$ cat config.mk
export PLATFORM = sky130hd
export DESIGN_NAME = zt_sram
export DESIGN_NICKNAME = d
export VERILOG_FILES = /design/src/rtl/zt_sram_pkg.sv /design/src/rtl/zt_sram_decode.sv /design/src/rtl/zt_sram_pipe.sv /design/src/rtl/zt_sram_array.sv /design/src/rtl/zt_sram_rdpath.sv /design/src/rtl/zt_sram.sv
export SDC_FILE = /design/constraint.sdc
export NUM_CORES = 1
export LEC_CHECK = 0
export BUFFER_PORTS_ARGS = -buffer_cell sky130_fd_sc_hd__buf_2
export CELL_PAD_IN_SITES_DETAIL_PLACEMENT = 2
export CELL_PAD_IN_SITES_GLOBAL_PLACEMENT = 2
export CORE_MARGIN = 2
export CORE_UTILIZATION = 32
export CTS_CLUSTER_SIZE = 30
export DETAILED_ROUTE_END_ITERATION = 8
export HOLD_SLACK_MARGIN = 0.03
export PLACE_DENSITY_LB_ADDON = 0.1
export SLEW_MARGIN = 20
export SYNTH_ARGS = -nofsm -noshare
export SYNTH_HDL_FRONTEND = slang
export SYNTH_SLANG_ARGS = --single-unit
$ cat constraint.sdc
create_clock -name clk -period 7.1 [get_ports clk]
set_input_delay 1.775 -clock clk [delete_from_list [all_inputs] [get_ports clk]]
set_output_delay 1.775 -clock clk [all_outputs]
set_load 0.05 [all_outputs]
$ cat src/rtl/zt_sram_pkg.sv
package zt_sram_pkg;

    // Operation carried by a command slot.
    typedef enum logic [1:0] {
        OP_NONE  = 2'd0,
        OP_READ  = 2'd1,
        OP_WRITE = 2'd2
    } op_e;

    // Operation selected when a new command is started.
    function automatic op_e start_op(input logic csel_n, input logic we_n);
        if (csel_n)
            return OP_NONE;
        else if (we_n)
            return OP_READ;
        else
            return OP_WRITE;
    endfunction

    // A byte lane is replaced when its mask bit is set.
    function automatic logic [7:0] lane_pick(input logic take_new,
                                             input logic [7:0] old_b,
                                             input logic [7:0] new_b);
        return take_new ? new_b : old_b;
    endfunction

endpackage

$ cat src/rtl/zt_sram_decode.sv
module zt_sram_decode
    import zt_sram_pkg::*;
#(
    parameter int AW = 4,
    parameter int NB = 4
) (
    input  logic          clk,
    input  logic          rst,
    input  logic          cke_n,
    input  logic          csel_n,
    input  logic          adv,
    input  logic          we_n,
    input  logic [NB-1:0] be_n,
    input  logic [AW-1:0] addr,
    output op_e           cmd_op,
    output logic [AW-1:0] cmd_addr,
    output logic [NB-1:0] cmd_mask
);

    op_e mode_q;
    op_e fresh_op;

    always_comb begin
        fresh_op = start_op(csel_n, we_n);
        cmd_op   = adv ? mode_q : fresh_op;
        cmd_addr = addr;
        cmd_mask = ~be_n;
    end

    // Burst mode: remembered at every start so that continue cycles repeat it.
    always_ff @(posedge clk) begin
        if (rst)
            mode_q <= OP_NONE;
        else if (!cke_n && !adv)
            mode_q <= fresh_op;
    end

endmodule

$ cat src/rtl/zt_sram_pipe.sv
module zt_sram_pipe
    import zt_sram_pkg::*;
#(
    parameter int AW = 4,
    parameter int NB = 4
) (
    input  logic          clk,
    input  logic          rst,
    input  logic          cke_n,
    input  op_e           cmd_op,
    input  logic [AW-1:0] cmd_addr,
    input  logic [NB-1:0] cmd_mask,
    output logic          s1_rd,
    output logic [AW-1:0] s1_addr,
    output logic          s2_rd,
    output logic          s2_wr,
    output logic [AW-1:0] s2_addr,
    output logic [NB-1:0] s2_mask
);

    typedef struct packed {
        logic          vld;
        op_e           op;
        logic [AW-1:0] addr;
        logic [NB-1:0] mask;
    } slot_t;

    localparam slot_t SLOT_EMPTY = '{vld: 1'b0, op: OP_NONE, addr: '0, mask: '0};

    slot_t s1_q, s2_q, s1_d;

    always_comb begin
        s1_d.vld  = (cmd_op != OP_NONE);
        s1_d.op   = cmd_op;
        s1_d.addr = cmd_addr;
        s1_d.mask = cmd_mask;
    end

    always_ff @(posedge clk) begin
        if (rst) begin
            s1_q <= SLOT_EMPTY;
            s2_q <= SLOT_EMPTY;
        end else if (!cke_n) begin
            s1_q <= s1_d;
            s2_q <= s1_q;
        end
    end

    always_comb begin
        s1_rd   = s1_q.vld && (s1_q.op == OP_READ);
        s1_addr = s1_q.addr;
        s2_rd   = s2_q.vld && (s2_q.op == OP_READ);
        s2_wr   = s2_q.vld && (s2_q.op == OP_WRITE);
        s2_addr = s2_q.addr;
        s2_mask = s2_q.mask;
    end

endmodule

$ cat src/rtl/zt_sram_array.sv
module zt_sram_array #(
    parameter int AW = 4,
    parameter int NB = 4,
    parameter int LW = 8
) (
    input  logic             clk,
    input  logic             wr_en,
    input  logic [AW-1:0]    wr_addr,
    input  logic [NB-1:0]    wr_mask,
    input  logic [NB*LW-1:0] wr_data,
    input  logic [AW-1:0]    rd_addr,
    output logic [NB*LW-1:0] rd_data
);

    localparam int NW = 1 << AW;

    for (genvar l = 0; l < NB; l++) begin : g_lane
        logic [LW-1:0] lane_mem [NW];

        always_ff @(posedge clk) begin
            if (wr_en && wr_mask[l])
                lane_mem[wr_addr] <= wr_data[l*LW +: LW];
        end

        assign rd_data[l*LW +: LW] = lane_mem[rd_addr];
    end

endmodule

$ cat src/rtl/zt_sram_rdpath.sv
module zt_sram_rdpath #(
    parameter int AW = 4,
    parameter int NB = 4,
    parameter int LW = 8
) (
    input  logic             clk,
    input  logic             rst,
    input  logic             cke_n,
    input  logic             s1_rd,
    input  logic [AW-1:0]    s1_addr,
    input  logic             s2_rd,
    input  logic             s2_wr,
    input  logic [AW-1:0]    s2_addr,
    input  logic [NB-1:0]    s2_mask,
    input  logic [NB*LW-1:0] wdata,
    input  logic [NB*LW-1:0] arr_data,
    input  logic             oe_n,
    output logic [NB*LW-1:0] dq_out,
    output logic             dq_oe
);

    localparam int DW = NB * LW;

    logic          hit;
    logic [DW-1:0] merged;
    logic [DW-1:0] stage_q;
    logic [DW-1:0] out_q;
    logic          out_vld_q;

    // Write data landing on this edge overrides the stale array lanes.
    assign hit = s2_wr && (s2_addr == s1_addr);

    for (genvar l = 0; l < NB; l++) begin : g_fwd
        assign merged[l*LW +: LW] = (hit && s2_mask[l]) ? wdata[l*LW +: LW]
                                                        : arr_data[l*LW +: LW];
    end

    always_ff @(posedge clk) begin
        if (rst) begin
            stage_q   <= '0;
            out_q     <= '0;
            out_vld_q <= 1'b0;
        end else if (!cke_n) begin
            if (s1_rd)
                stage_q <= merged;
            out_vld_q <= s2_rd;
            if (s2_rd)
                out_q <= stage_q;
        end
    end

    assign dq_out = out_q;
    assign dq_oe  = out_vld_q & ~oe_n;

endmodule

$ cat src/rtl/zt_sram.sv
module zt_sram
    import zt_sram_pkg::*;
#(
    parameter int AW = 4,
    parameter int NB = 4,
    parameter int LW = 8
) (
    input  logic             clk,
    input  logic             rst,
    input  logic             cke_n,
    input  logic             csel_n,
    input  logic             adv,
    input  logic             we_n,
    input  logic [NB-1:0]    be_n,
    input  logic [AW-1:0]    addr,
    input  logic [NB*LW-1:0] wdata,
    input  logic             oe_n,
    output logic [NB*LW-1:0] dq_out,
    output logic             dq_oe
);

    localparam int DW = NB * LW;

    op_e           cmd_op;
    logic [AW-1:0] cmd_addr;
    logic [NB-1:0] cmd_mask;
    logic          s1_rd, s2_rd, s2_wr;
    logic [AW-1:0] s1_addr, s2_addr;
    logic [NB-1:0] s2_mask;
    logic [DW-1:0] arr_data;
    logic          commit;

    zt_sram_decode #(.AW(AW), .NB(NB)) u_dec (
        .clk      (clk),
        .rst      (rst),
        .cke_n    (cke_n),
        .csel_n   (csel_n),
        .adv      (adv),
        .we_n     (we_n),
        .be_n     (be_n),
        .addr     (addr),
        .cmd_op   (cmd_op),
        .cmd_addr (cmd_addr),
        .cmd_mask (cmd_mask)
    );

    zt_sram_pipe #(.AW(AW), .NB(NB)) u_pipe (
        .clk      (clk),
        .rst      (rst),
        .cke_n    (cke_n),
        .cmd_op   (cmd_op),
        .cmd_addr (cmd_addr),
        .cmd_mask (cmd_mask),
        .s1_rd    (s1_rd),
        .s1_addr  (s1_addr),
        .s2_rd    (s2_rd),
        .s2_wr    (s2_wr),
        .s2_addr  (s2_addr),
        .s2_mask  (s2_mask)
    );

    assign commit = s2_wr && !cke_n;

    zt_sram_array #(.AW(AW), .NB(NB), .LW(LW)) u_arr (
        .clk     (clk),
        .wr_en   (commit),
        .wr_addr (s2_addr),
        .wr_mask (s2_mask),
        .wr_data (wdata),
        .rd_addr (s1_addr),
        .rd_data (arr_data)
    );

    zt_sram_rdpath #(.AW(AW), .NB(NB), .LW(LW)) u_rd (
        .clk      (clk),
        .rst      (rst),
        .cke_n    (cke_n),
        .s1_rd    (s1_rd),
        .s1_addr  (s1_addr),
        .s2_rd    (s2_rd),
        .s2_wr    (s2_wr),
        .s2_addr  (s2_addr),
        .s2_mask  (s2_mask),
        .wdata    (wdata),
        .arr_data (arr_data),
        .oe_n     (oe_n),
        .dq_out   (dq_out),
        .dq_oe    (dq_oe)
    );

endmodule

==> results.toml <==
[critical_path]
cp_cell_sequence = "buf_2 > and4bb_1 > nand2_2 > nor2_1"
rr_endpoint = "u_rd.stage_q[25]$_SDFFE_PP0P_"
worst-r2r-cell-count = 6
slowest_stage = "nor2_1"
crit_arrival_ns = 4.22
end_kind = "flop"
path_class = "in2reg"
worstPathMaxFanout = 38
timing.rr.start = "u_pipe.s1_addr[0]$_SDFFE_PP0N_"
worst-path-buf-inv = 1
cp.required_ns = 7.31
reg2reg_slack_ns = 4.05
startpoint_type = "input pin"
critPathMaxStageDelay_ns = 0.80
cp_top_family = "simple AND/OR/NAND/NOR gates"

[logic_synthesis]
ys_ff_latch = 601
ys_seq_area_share_pct = 73.3
synth.most_common_cell = "edfxtp_1"
syn-num-nets = 1429
yosys_warnings = 0
yosys.area.top_type = "edfxtp_1"
ys.flop_type = "edfxtp_1"
synth-edff-count = 512
yosys-top-cells-count = "edfxtp_1 (512), nand2_1 (108), mux4_2 (96), nor2_1 (94), dfxtp_1 (89)"
synth_top_area_share_pct = 65.7
synth_area_leaders = "edfxtp_1 (66%), mux4_2 (9.2%), dfxtp_1 (7.6%)"
ys_async_sr_fraction_pct = 0
synth_cell_types = 35
syn_inst = 1382
syn_area_per_cell_sq_um = 16.9
synth_area_sq_um = 23400

[die]
row_count = 99
fp.dieW_um = 274
core_sq_um = 72700
dieArea_sq_um = 75300
initial_core_util_pct = 32.2
io_pins = 80
fp.dieH_um = 274

[clock_network]
hold_buffers = 0
cts.path.max_buffers = 3
ctsRootBufferMaster = "clkbuf_16"
ctsHtreeMaxLevel = 3
cts_tree = "done"
clock_sinks = 601
clk_pin_slew_ns = 0.06
cts_buffers = 67
cts_resized = 0
cts_setup_buffers = 0
clock_latency_ns = 0.60

[drt]
viasPerCell = 5.09
wl_um = 66300
ant_nets = 0
drtIter0Drc = 1056
drt_pass1_iterations = 5
wl_per_cell_um = 27.0
dr_total_vias = 12500
drc = 0

[global_route]
grt-ovfl-total = 0
grt_max_degree = 119
track_usage_pct = 18.1
first_global_vias = 13600
grt_pass1_wl_um = 98100
grt_antenna_before_repair = 0

[power]
p_int_uw = 5890
p_sw_uw = 1640
power_density_nw_per_um2 = 281
comb_power_share_pct = 4.7
seqPwrFrac_pct = 51.1
max-vdd-ir-drop_v = 0.000153
pwr-share-clk_pct = 44.2
p_leak_uw = 0.00820
p_sw_share_pct = 21.8

[timing]
worst_pin_slew_ns = 1.06
slew_headroom_pct = 29.1
skew_ns = 0.0222
fin_crit_sh_pct = 56.4
grt_setup_unrepaired = "no"
fmaxAchievable_mhz = 250
setup_tns_ns = 0
setup_viol = 0
layout_min_cycle_time_ns = 4.00
hold_viol = 0
drv_slew = 0

[layout]
seq_area_sq_um = 17200
insertedDiodeCount = 0
post-route-cell-area_sq_um = 26700
nFillCells = 7112
drive_gt1_share_pct = 21.4
multi_input_area_sq_um = 5680
fin_nets = 1492
syn_to_final_growth_pct = 14.2

[job]
drv_cap = 0

[status]
status = "finished clean"

[placed_design]
hpwlAfterDp_um = 42000
place.gp.congestion = 0.743
portBuffers = 79
postPlaceCellArea_sq_um = 24700

[hold_path]
min_from = "u_rd.dq_out[21]$_SDFFE_PP0P_"
holdPathStages = 2
hold_path_end = "u_rd.dq_out[21]$_SDFFE_PP0P_"
hold_class = "reg2reg"
==> sequential cells by signal, summed over array words and instances, names as in the netlist, 3 cells and up <==
register / cells
u_arr.g_lane.lane_mem: 512
u_pipe.s1_q: 7
u_pipe.s2_addr: 4
u_rd.stage_q: 32
u_pipe.s2_q: 3
u_pipe.s1_addr: 4
u_rd.dq_out: 32
u_pipe.s2_mask: 4
==> per-stage QoR <==
stage	worst slack, ns	power [uW]	std cells	hold slack (ns)	util [%]
final	3.10	7530	2452	0.451	36.8
after global placement	2.47	4280	2334	0.443	33.9
after global routing	2.93	7780	2452	0.466	36.8
after detailed placement	2.40	4280	2334	0.448	33.9
after floorplan	2.86	4120	1382	0.432	-
after CTS	3.03	7640	2451	0.455	36.7
==> placed cells by master (no fill, tap or decap), drive strengths merged, types with 2 or more instances in the layout <==
cell type	n
nand4	2
a221oi	32
nor2b	7
a31oi	36
o41ai	32
mux2	32
nand3	6
a21oi	76
mux4	96
xnor2	4
o21ai	34
edfxtp	512
clkbuf	87
dfxtp	89
nor2	94
inv	34
clkinv	25
nand4bb	2
buf	90
mux2i	79
nand2	112
bufinv	3
==> how the worst max path moves through the flow <==
| stage | depth (start not counted) | from | end |
|---|---|---|---|
| after detailed placement | 4 | cke_n | u_arr.g_lane[0].lane_mem[7][1]$_DFFE_PP_ |
| after global routing | 4 | cke_n | u_arr.g_lane[0].lane_mem[5][4]$_DFFE_PP_ |
| after CTS | 4 | cke_n | u_arr.g_lane[0].lane_mem[7][5]$_DFFE_PP_ |
| after floorplan | 1 | oe_n | dq_oe |
| after global placement | 4 | cke_n | u_arr.g_lane[0].lane_mem[7][1]$_DFFE_PP_ |
| final | 4 | cke_n | u_arr.g_lane[0].lane_mem[7][0]$_DFFE_PP_ |
==> cell families (layout without fill, tap and decap cells) <==
logic type | after synthesis | in the layout | synth area share, %
flops | 601 | 601 | 73.3
compound gates | 211 | 211 | 5.74
buf+inv | 129 | 240 | 2.59
mux | 207 | 207 | 14.2
xor+xnor | 4 | 4 | 0.150
simple gates | 230 | 230 | 4.08
==> cell type report <==
| type | count | share of cell area, % |
|---|---|---|
| clock buffers | 87 | 6.91 |
| clock inverters | 30 | 0.796 |
| inverters | 33 | 0.463 |
| multi-input cells | 652 | 21.3 |
| flip-flops and latches | 601 | 64.2 |
| well taps | 959 | 4.49 |
| repair buffers | 90 | 1.89 |
==> worst min-delay path, cell delays in order, from the launching register on <==
cell	delay, ns
dfxtp_1	0.30
nand2_1	0.05
a21oi_1	0.05
==> metal layers <==
metal	share of wire, %	global-route usage (%)	wire length (um)	vias up
met1	49	26.8	32700	6557
met2	44	27.1	29400	272
met3	4.4	3.27	2920	81
met5	0	0	0	-
li1	-	-	-	5563
met4	1.9	4.96	1280	0
==> power by group through the flow <==
| stage | Clock (uW) | Sequential (uW) | Combinational, uW |
|---|---|---|---|
| finish | 3330 | 3850 | 351 |
| global route | 3550 | 3850 | 380 |
| CTS | 3430 | 3850 | 360 |
| detailed placement | 0 | 3920 | 360 |
| global placement | 0 | 3920 | 356 |
| floorplan | 0 | 3910 | 210 |
Power figures use the tool's default switching activity.
